## src/rtl/fsp_pkg.sv

```systemverilog
package fsp_pkg;

  typedef enum logic [2:0] {
    SEQ_IDLE  = 3'd0,
    SEQ_ARMED = 3'd1,
    SEQ_SYNC  = 3'd2,
    SEQ_DATA  = 3'd3,
    SEQ_TRAIL = 3'd4
  } seq_state_t;

  // Half bit-clock period in system clocks; zero scale behaves as one.
  function automatic int unsigned half_period(input int unsigned scale);
    return (scale == 0) ? 1 : scale;
  endfunction

  // Level driven on the bit clock pin.
  function automatic logic pin_level(input logic phase, input logic win,
                                     input logic [1:0] mode);
    logic idle_lvl;
    idle_lvl = mode[0] & mode[1];
    if (!mode[0]) return phase;
    return win ? (phase ^ idle_lvl) : idle_lvl;
  endfunction

endpackage

```

## src/rtl/fsp_bitclk_div.sv

```systemverilog
module fsp_bitclk_div #(
  parameter int SCALE_W = 8
) (
  input  logic               clk_i,
  input  logic               rst_ni,
  input  logic [SCALE_W-1:0] scale_i,
  output logic               phase_o,
  output logic               rise_ev_o,
  output logic               fall_ev_o
);
  import fsp_pkg::*;

  localparam int CNT_W = SCALE_W;

  logic [CNT_W-1:0] cnt_q;
  logic [CNT_W-1:0] last_cnt;
  logic             tick;

  always_comb begin
    last_cnt = CNT_W'(half_period(int'(scale_i)) - 1);
    tick     = (cnt_q >= last_cnt);
  end

  always_ff @(posedge clk_i) begin
    if (!rst_ni) begin
      cnt_q   <= '0;
      phase_o <= 1'b0;
    end else begin
      cnt_q   <= tick ? '0 : cnt_q + 1'b1;
      phase_o <= phase_o ^ tick;
    end
  end

  assign rise_ev_o = tick & ~phase_o;
  assign fall_ev_o = tick &  phase_o;

  // A stable scale keeps the counter inside its half period.
  assert_cnt_in_range_R1: assert property (@(posedge clk_i) disable iff (!rst_ni)
    $stable(scale_i) && $past($stable(scale_i)) |-> cnt_q <= last_cnt);

endmodule

```

## src/rtl/fsp_frame_seq.sv

```systemverilog
module fsp_frame_seq #(
  parameter int FRAME_BITS = 16
) (
  input  logic                  clk_i,
  input  logic                  rst_ni,
  input  logic                  start_i,
  input  logic [FRAME_BITS-1:0] tx_word_i,
  input  logic                  rise_ev_i,
  input  logic                  fall_ev_i,
  input  logic                  rx_i,
  output logic                  sync_o,
  output logic                  tx_o,
  output logic [FRAME_BITS-1:0] rx_word_o,
  output logic                  done_o,
  output logic                  data_win_o,
  output logic                  busy_o
);
  import fsp_pkg::*;

  localparam int BCNT_W = (FRAME_BITS > 1) ? $clog2(FRAME_BITS) : 1;
  localparam logic [BCNT_W-1:0] LAST_BIT = BCNT_W'(FRAME_BITS - 1);

  seq_state_t            state_q;
  logic [FRAME_BITS-1:0] tx_sh_q;
  logic [FRAME_BITS-1:0] rx_sh_q;
  logic [BCNT_W-1:0]     bit_q;
  logic [FRAME_BITS-1:0] rx_next;

  assign rx_next = {rx_sh_q[FRAME_BITS-2:0], rx_i};

  always_ff @(posedge clk_i) begin
    if (!rst_ni) begin
      state_q   <= SEQ_IDLE;
      tx_sh_q   <= '0;
      rx_sh_q   <= '0;
      bit_q     <= '0;
      sync_o    <= 1'b0;
      tx_o      <= 1'b0;
      rx_word_o <= '0;
      done_o    <= 1'b0;
    end else begin
      done_o <= 1'b0;
      unique case (state_q)
        SEQ_IDLE: begin
          if (start_i) state_q <= SEQ_ARMED;
        end
        SEQ_ARMED: begin
          if (rise_ev_i) begin
            state_q <= SEQ_SYNC;
            sync_o  <= 1'b1;
            tx_o    <= 1'b1;
            tx_sh_q <= tx_word_i;
          end
        end
        SEQ_SYNC: begin
          if (rise_ev_i) begin
            state_q <= SEQ_DATA;
            sync_o  <= 1'b0;
            tx_o    <= tx_sh_q[FRAME_BITS-1];
            tx_sh_q <= tx_sh_q << 1;
            bit_q   <= '0;
          end
        end
        SEQ_DATA: begin
          if (rise_ev_i) begin
            tx_o    <= tx_sh_q[FRAME_BITS-1];
            tx_sh_q <= tx_sh_q << 1;
          end
          if (fall_ev_i) begin
            rx_sh_q <= rx_next;
            if (bit_q == LAST_BIT) begin
              state_q   <= SEQ_TRAIL;
              rx_word_o <= rx_next;
              done_o    <= 1'b1;
            end else begin
              bit_q <= bit_q + 1'b1;
            end
          end
        end
        SEQ_TRAIL: begin
          if (rise_ev_i) begin
            state_q <= SEQ_IDLE;
            tx_o    <= 1'b0;
          end
        end
        default: state_q <= SEQ_IDLE;
      endcase
    end
  end

  assign data_win_o = (state_q == SEQ_DATA) || (state_q == SEQ_TRAIL);
  assign busy_o     = (state_q != SEQ_IDLE);

  assert_tx_high_in_sync_R3: assert property (@(posedge clk_i) disable iff (!rst_ni)
    sync_o |-> tx_o);

  assert_sync_on_rise_R2: assert property (@(posedge clk_i) disable iff (!rst_ni)
    $rose(sync_o) |-> $past(rise_ev_i));

  assert_sync_low_in_data_R6: assert property (@(posedge clk_i) disable iff (!rst_ni)
    data_win_o |-> !sync_o);

  assert_done_single_R7: assert property (@(posedge clk_i) disable iff (!rst_ni)
    done_o |=> !done_o);

  assert_done_on_sample_R5: assert property (@(posedge clk_i) disable iff (!rst_ni)
    $rose(done_o) |-> $past(fall_ev_i));

  assert_start_ignored_R9: assert property (@(posedge clk_i) disable iff (!rst_ni)
    (state_q == SEQ_DATA) && start_i |=> state_q != SEQ_ARMED);

endmodule

```

## src/rtl/fsp_clk_pin.sv

```systemverilog
module fsp_clk_pin (
  input  logic       clk_i,
  input  logic       rst_ni,
  input  logic       phase_i,
  input  logic       data_win_i,
  input  logic [1:0] mode_i,
  output logic       tclk_o
);
  import fsp_pkg::*;

  logic idle_lvl;

  assign idle_lvl = mode_i[0] & mode_i[1];
  assign tclk_o   = pin_level(phase_i, data_win_i, mode_i);

  assert_spi_idle_R8: assert property (@(posedge clk_i) disable iff (!rst_ni)
    mode_i[0] && !data_win_i |-> tclk_o == idle_lvl);

  assert_tdm_free_run_R8: assert property (@(posedge clk_i) disable iff (!rst_ni)
    !mode_i[0] |-> tclk_o == phase_i);

endmodule

```

## src/rtl/fsp_serial_mux.sv

```systemverilog
module fsp_serial_mux #(
  parameter int SCALE_W    = 8,
  parameter int FRAME_BITS = 16
) (
  input  logic                  clk_i,
  input  logic                  rst_ni,
  input  logic [SCALE_W-1:0]    scale_i,
  input  logic [1:0]            clk_mode_i,
  input  logic                  start_i,
  input  logic [FRAME_BITS-1:0] tx_word_i,
  input  logic                  rx_i,
  output logic                  sync_o,
  output logic                  tclk_o,
  output logic                  tx_o,
  output logic [FRAME_BITS-1:0] rx_word_o,
  output logic                  done_o
);

  logic phase;
  logic rise_ev;
  logic fall_ev;
  logic data_win;
  logic busy;

  fsp_bitclk_div #(.SCALE_W(SCALE_W)) u_div (
    .clk_i     (clk_i),
    .rst_ni    (rst_ni),
    .scale_i   (scale_i),
    .phase_o   (phase),
    .rise_ev_o (rise_ev),
    .fall_ev_o (fall_ev)
  );

  fsp_frame_seq #(.FRAME_BITS(FRAME_BITS)) u_seq (
    .clk_i      (clk_i),
    .rst_ni     (rst_ni),
    .start_i    (start_i),
    .tx_word_i  (tx_word_i),
    .rise_ev_i  (rise_ev),
    .fall_ev_i  (fall_ev),
    .rx_i       (rx_i),
    .sync_o     (sync_o),
    .tx_o       (tx_o),
    .rx_word_o  (rx_word_o),
    .done_o     (done_o),
    .data_win_o (data_win),
    .busy_o     (busy)
  );

  fsp_clk_pin u_pin (
    .clk_i      (clk_i),
    .rst_ni     (rst_ni),
    .phase_i    (phase),
    .data_win_i (data_win),
    .mode_i     (clk_mode_i),
    .tclk_o     (tclk_o)
  );

  // Outside a frame the transmit line rests low.
  assert_tx_low_idle_R3: assert property (@(posedge clk_i) disable iff (!rst_ni)
    !busy |-> !tx_o);

endmodule

```

## config.mk

```make
export PLATFORM = sky130hd
export DESIGN_NAME = fsp_serial_mux
export DESIGN_NICKNAME = d
export VERILOG_FILES = /design/src/rtl/fsp_pkg.sv /design/src/rtl/fsp_bitclk_div.sv /design/src/rtl/fsp_frame_seq.sv /design/src/rtl/fsp_clk_pin.sv /design/src/rtl/fsp_serial_mux.sv
export SDC_FILE = /design/constraint.sdc
export NUM_CORES = 1
export LEC_CHECK = 0
export BUFFER_PORTS_ARGS = -buffer_cell sky130_fd_sc_hd__buf_4
export CAP_MARGIN = 5
export CORE_UTILIZATION = 60
export CTS_CLUSTER_DIAMETER = 100
export DETAILED_ROUTE_END_ITERATION = 10
export PLACE_DENSITY = 0.91
export SYNTH_ARGS = -nofsm -noshare
export SYNTH_HDL_FRONTEND = slang
export SYNTH_SLANG_ARGS = --single-unit
```

## constraint.sdc

```tcl
create_clock -name clk_i -period 10.9 [get_ports clk_i]
set_input_delay 1.09 -clock clk_i [delete_from_list [all_inputs] [get_ports clk_i]]
set_output_delay 1.09 -clock clk_i [all_outputs]
set_load 0.02 [all_outputs]
```

==> Yosys cells after proc, flatten, opt, wreduce, memory -nomap -nowiden <==
Index checks and enable logic that the tools add are counted.
{ "word_totals": {"out_inout_bits": 20, "inputBits": 30, "elab_cells": 74, "ff_bits": 66} }
{ "classes": {"n_eq_ne": 13, "muxes": 23, "reduce_logical": 17, "n_addsub": 3, "order_cmp": 1, "bitwise_logic": 7} }
{ "ops": {"columns": ["operator", "n"], "rows": [
  ["$mux 16", 2],
  ["$pmux 16 s2", 1],
  ["$mux 3", 6],
  ["$pmux 3 s5", 1],
  ["$mux 4", 3],
  ["$ne 2x2->1 const B", 6],
  ["$reduce_and 3->1", 4],
  ["$add 8x1->8 const B", 1],
  ["$ge 8x8->1", 1],
  ["$logic_not 8->1", 1],
  ["$mux 8", 1],
  ["$pmux 4 s2", 1],
  ["$reduce_and 4->1", 2],
  ["$sub 8x1->8 const B", 1],
  ["$eq 3x2->1 const B", 2],
  ["$mux 1", 6],
  ["$reduce_and 6->1", 1],
  ["$reduce_bool 2->1", 3],
  ["$add 4x1->4 const B", 1],
  ["$eq 4x4->1 const B", 1],
  ["$ne 2x1->1 const B", 2],
  ["$reduce_or 2->1", 2],
  ["$and 1x1->1", 3],
  ["$eq 3x1->1 const B", 1],
  ["9 further kinds", 11]
]} }

==> Depth between registers and ports, before layout <==
{ "logic_depth": {"word_depth": 7, "mapped_depth": 18, "depth_no_buf": 15} }

==> Hierarchy <==
Synthesis repeated with hierarchy kept, for this count alone.
{ "unflattened": {"hier_cells": 378, "hier_area_um2": 3200.6} }
{ "by_module_without_submodules": {"columns": ["mod", "cells_each", "instances", "seq_area_each_um2", "area_each_um2"], "rows": [
  ["fsp_frame_seq", 298, 1, 1141.1, 2491.1],
  ["fsp_bitclk_div", 76, 1, 180.2, 686.9],
  ["fsp_clk_pin", 4, 1, 0.0, 22.5]
]} }

==> Worst setup path before layout <==
No wires, ideal clock.
{ "synth_path": {"kind": "input -> register", "from": "input scale_i[3]", "to": "register u_seq.tx_sh_q[10]", "cell_stages": 17, "setup_slack_ps": 6415, "t_arrival_ps": 4359, "cell_sequence": "or3_1 > nor3_1 > a21oi_1 > ha_1 > nor3b_1 > xnor2_1 > ha_1 > nand2_1 > or4_1 > o211ai_1 > ha_1 > nand2b_1 > or2_2 > buf_2 > buf_2 > nand2_1 > a21boi_0"} }
{ "synth_between": {"elab_chain_len": 7, "elab_cells_between_ends": 8, "classes_between": "1 x add/sub; 1 x order compare; 2 x eq/ne; 1 x mux; 1 x bitwise; 2 x reduce/logical"} }
{ "synth_rtl": {"columns": ["item", "line_no", "source"], "rows": [
  ["from (decl)", "fsp_serial_mux.sv:7", "input logic [SCALE_W-1:0] scale_i,"],
  ["$logic_not 8->1", "fsp_pkg.sv:13", "return (scale == 0) ? 1 : scale;"],
  ["$mux 8 (*)", "fsp_pkg.sv:13", null],
  ["$sub 8x1->8 (*)", "fsp_bitclk_div.sv:20", "last_cnt = CNT_W'(half_period(int'(scale_i)) - 1);"],
  ["$ge 8x8->1 (*)", "fsp_bitclk_div.sv:21", "tick = (cnt_q >= last_cnt);"],
  ["$and 1x1->1 (*)", "fsp_bitclk_div.sv:34", "assign rise_ev_o = tick & ~phase_o;"],
  ["$ne 2x2->1 (no line) / $ne 2x1->1 (equally long branches)", null, null],
  ["$reduce_and 3->1 (no line) (*)", null, null],
  ["to (signal assigned)", "fsp_frame_seq.sv:52", "tx_sh_q <= tx_word_i;"],
  ["to (signal assigned)", "fsp_frame_seq.sv:60", "tx_sh_q <= tx_sh_q << 1;"],
  ["to (signal assigned)", "fsp_frame_seq.sv:67", "tx_sh_q <= tx_sh_q << 1;"],
  ["to (decl)", "fsp_frame_seq.sv:24", "logic [FRAME_BITS-1:0] tx_sh_q;"]
]} }
Every way passes the cells marked *; elsewhere a longest branch is shown, timed or not.
A chain may end at the register's enable or synchronous reset.

==> Worst setup path after layout <==
{ "layout_path": {"from": "input scale_i[3]", "to": "register u_seq.rx_word_o[7]"} }
{ "layout_between": {"elab_chain_len": 6} }
{ "layout_rtl": {"columns": ["item", "line_no", "source"], "rows": [
  ["$logic_not 8->1", "fsp_pkg.sv:13", null],
  ["$mux 8 (*)", "fsp_pkg.sv:13", null],
  ["$sub 8x1->8 (*)", "fsp_bitclk_div.sv:20", null],
  ["$ge 8x8->1 (*)", "fsp_bitclk_div.sv:21", null],
  ["$and 1x1->1 (*)", "fsp_bitclk_div.sv:35", "assign fall_ev_o = tick & phase_o;"],
  ["$reduce_and 3->1 (no line) (*)", null, null],
  ["to (signal assigned)", "fsp_frame_seq.sv:73", "rx_word_o <= rx_next;"],
  ["to (decl)", "fsp_frame_seq.sv:13", "output logic [FRAME_BITS-1:0] rx_word_o,"]
]} }
Marked as above.

==> reports/qor.yml <==
cells_and_area:
  antennaDiodeCount: 0
  area_delta_synth_final_pct: 18.0
  end_of_flow_core_utilization_pct: 75.1
  fill_cells: 369
  drive_gt1_share_pct: 17.3
  finalNetCount: 437
logic_synthesis:
  number_of_storage_elements_in_the_synthesis_netlist: 66
  yosysMostFrequentCell: "sky130_fd_sc_hd__nand2_1"
  synth_largest_type_area_fraction_pct: 43.1
  async_reset_ff_share_pct: 0
  synth.yosys.seq_area_share_pct: 43.1
  ys_top_cells_by_count: "86 x sky130_fd_sc_hd__nand2_1, 66 x sky130_fd_sc_hd__dfxtp_1, 37 x sky130_fd_sc_hd__a21boi_0, 17 x sky130_fd_sc_hd__nor2_1, 15 x sky130_fd_sc_hd__o221ai_1"
  yosys_warning_count: 0
  yosys.area.top_type: "sky130_fd_sc_hd__dfxtp_1"
  synthesis.area_sq_um: 3060
  top_ff_cell_synth: "sky130_fd_sc_hd__dfxtp_1"
  synth_edf_count: 0
  synth.distinct_cells: 45
  postSynthNetCount: 396
  postSynthCellCount: 353
  netlist_top_cells_area: "sky130_fd_sc_hd__dfxtp_1 43%, sky130_fd_sc_hd__nand2_1 11%, sky130_fd_sc_hd__a21boi_0 9.1%"
  postSynthAreaPerCell_sq_um: 8.68
critical_path:
  critical_path.startpoint: "scale_i[3]"
  path_common_cell: "sky130_fd_sc_hd__ha_1"
  worst_ep_required_time_ns: 11.12
  critical-path-max-stage-delay_ns: 0.58
  reg2reg_slack_ns: 7.65
  worst_ep_arrival_time_ns: 5.17
  crit_chain: "buf_4 > or3_1 > nor3_1 > a21oi_1 > ha_1 > nor3b_1 > xnor2_1 > ha_1 > nand2_1 > or4_1 > o211ai_1 > ha_1 > and4b_1 > nand2b_1 > nand2_1 > a21boi_0"
  critical_path.max_fanout: 17
  type_of_the_worst_setup_path: "in2reg"
  worst-path-buf-inv: 1
  crit_slowest_cell: "sky130_fd_sc_hd__and4b_1"
  r2r_start: "u_div.cnt_q[0]"
  critPathTopFamily: "simple AND/OR/NAND/NOR gates"
  cp-start-kind: "input port"
  crit_path_end_kind: "flip-flop"
sta:
  finalSetupViolCount: 0
  post-route-period-util_pct: 45.5
  finalMaxSlewViolations: 0
  max-slew-margin-rel_pct: 54.8
  worst-slew-pin-transition_ns: 0.671
  setup_total_negative_slack_ns: 0
  grt_setup_unrepaired: "no"
  final_hold_viol_count: 0
  max_freq_mhz: 202
  worst_slack_ns: 5.95
  min_period_ns: 4.95
  fin_worst_skew_ns: 0.00742
clocking:
  clock_path_buffers: 2
  tritoncts: "built"
  cts_root_buf: "sky130_fd_sc_hd__clkbuf_8"
  clock_insertion_delay_at_the_later_pin_of_the_skew_report_ns: 0.34
  cts_made_buffers: 9
  cts_post_setup_buffers_inserted: 0
  ctsHtreeMaxLevel: 3
  sink_count: 66
  post_cts_resized: 0
  postCtsHoldBufs: 0
  clk_transition_reported_paths_ns: 0.06
placement:
  placement.setup.worst_slack_ns: 5.59
  place.detailed.hpwl_um: 4210
  gp_routability_congestion: 0.809
  placement.io_buffers: 49
drt:
  routed_wirelength_um: 6060
  routed_wire_length_per_instance_um: 13.0
  drtAntennaViolNets: 0
  vias_per_cell: 5.54
  drt_pass1_iterations: 4
  first_iter_violations: 117
  detail_route.drc_violations: 0
  num_vias: 2583
global_routing:
  grt_first_pass_wirelength_um: 9980
  gr-usage-all-layers_pct: 24.3
  grt_pass1_vias: 2295
  initial_antenna_violation_count: 0
  sum_of_overflow_across_all_layers_after_global_routing: 0
  pin_count_of_the_biggest_net_entering_global_routing: 58
die:
  core_sq_um: 4820
  initial_core_util_pct: 63.6
  floorplan.die.width_um: 73.5
  die_height_um: 73.5
  pin_count: 50
  die-area_sq_um: 5400
  fp-row-count: 25
job:
  cap_viol_max_count: 0
hold_path:
  timing.hold.worst.start: "u_seq.rx_sh_q[14]"
  worstHoldPathType: "reg2reg"
power:
  power_leakage_nw: 1.36
  total_power_per_unit_cell_area_nw_per_um2: 133
  ir_drop_mv: 0.0938
status:
  result_of_the_run: "finished clean"
[report_power, final]
group          internal (mW)  switching [mW]  total, mW
combinational         0.0162          0.0135     0.0298
sequential             0.243         0.00282      0.246
clock                  0.118          0.0858      0.204
[final cells by class]
type,count,area (sq um),area share (%)
well taps,67,83.8,2.32
clock inverters,2,35.0,0.969
inverters,4,15.0,0.415
multi-input cells,263,1620,44.9
flip-flops and latches,66,1320,36.5
clock buffers,14,163,4.50
repair buffers,50,375,10.4
[placed cells by master (no fill, tap or decap), types with 2 or more instances in the layout]
cell and n:
sky130_fd_sc_hd__a21boi_1 11, sky130_fd_sc_hd__mux2i_1 2, sky130_fd_sc_hd__a21oi_1 7, sky130_fd_sc_hd__clkbuf_8 11
sky130_fd_sc_hd__o21ai_0 9, sky130_fd_sc_hd__clkbuf_1 3, sky130_fd_sc_hd__nand2_1 86, sky130_fd_sc_hd__a211oi_1 2
sky130_fd_sc_hd__xor2_1 5, sky130_fd_sc_hd__xnor2_1 6, sky130_fd_sc_hd__buf_4 50, sky130_fd_sc_hd__ha_1 13
sky130_fd_sc_hd__and3_1 2, sky130_fd_sc_hd__nand2b_1 7, sky130_fd_sc_hd__nor3_1 4, sky130_fd_sc_hd__dfxtp_1 66
sky130_fd_sc_hd__or3_1 3, sky130_fd_sc_hd__nor2_1 17, sky130_fd_sc_hd__nand3_1 10, sky130_fd_sc_hd__o221ai_1 15
sky130_fd_sc_hd__a21boi_0 37, sky130_fd_sc_hd__nor3b_1 2, sky130_fd_sc_hd__inv_1 3, sky130_fd_sc_hd__nor2b_1 4
sky130_fd_sc_hd__nand4_1 3
[worst register-to-register path: stages, from the launching register on]
cell                       delay [ns]
sky130_fd_sc_hd__dfxtp_1         0.40
sky130_fd_sc_hd__inv_1           0.07
sky130_fd_sc_hd__ha_1            0.26
sky130_fd_sc_hd__nand2b_1        0.09
sky130_fd_sc_hd__a31oi_1         0.11
sky130_fd_sc_hd__or4_1           0.43
sky130_fd_sc_hd__o211ai_1        0.14
sky130_fd_sc_hd__ha_1            0.28
sky130_fd_sc_hd__and4b_1         0.58
sky130_fd_sc_hd__nand2b_1        0.47
sky130_fd_sc_hd__nand2_1         0.20
sky130_fd_sc_hd__a21boi_0        0.10
[flip-flops by register name (all words and copies together) (netlist names)]
signal,cells
u_div.phase_o,1
u_seq.bit_q,4
u_seq.tx_o,1
u_seq.tx_sh_q,16
u_seq.rx_word_o,16
u_seq.done_o,1
u_seq.rx_sh_q,15
u_seq.state_q,3
u_seq.sync_o,1
u_div.cnt_q,8
[metal layers]
layer	GRT usage [%]	vias up	wire length (um)
met5	0	-	0
met4	12.4	0	94
met3	5.35	10	170
met2	38.5	45	2960
met1	31.0	1214	2840
li1	-	1314	-
[metrics by stage]
step	std cells	hold WS (ns)	cell area, sq um	total power, mW
2_1_floorplan	353	0.428	3060	0.267
3_3_place_gp	450	0.439	3420	0.280
3_5_place_dp	450	0.445	3420	0.281
4_1_cts	466	0.454	3620	0.484
5_1_grt	466	0.469	3620	0.500
6_report	466	0.451	3620	0.479
[logic make-up after synthesis]
family | after synthesis | synth area share, %
AO/OA/AOI/OAI | 90 | 21.8
XOR/XNOR | 11 | 3.14
adder cells (fa/ha/maj) | 13 | 5.31
buffers and inverters | 24 | 3.92
flip-flops | 66 | 43.1
multiplexers | 4 | 1.39
AND/OR/NAND/NOR | 145 | 21.3
[path summary, 6_finish.rpt]
kind,endpoint,cells past startpoint
setup / recovery,u_seq.rx_word_o[7],16
hold / removal,u_seq.rx_word_o[15],2
setup reg to reg,u_seq.rx_word_o[7],11
hold reg to reg,u_seq.rx_word_o[15],2
Note: power is estimated with default switching activity, not from simulation.
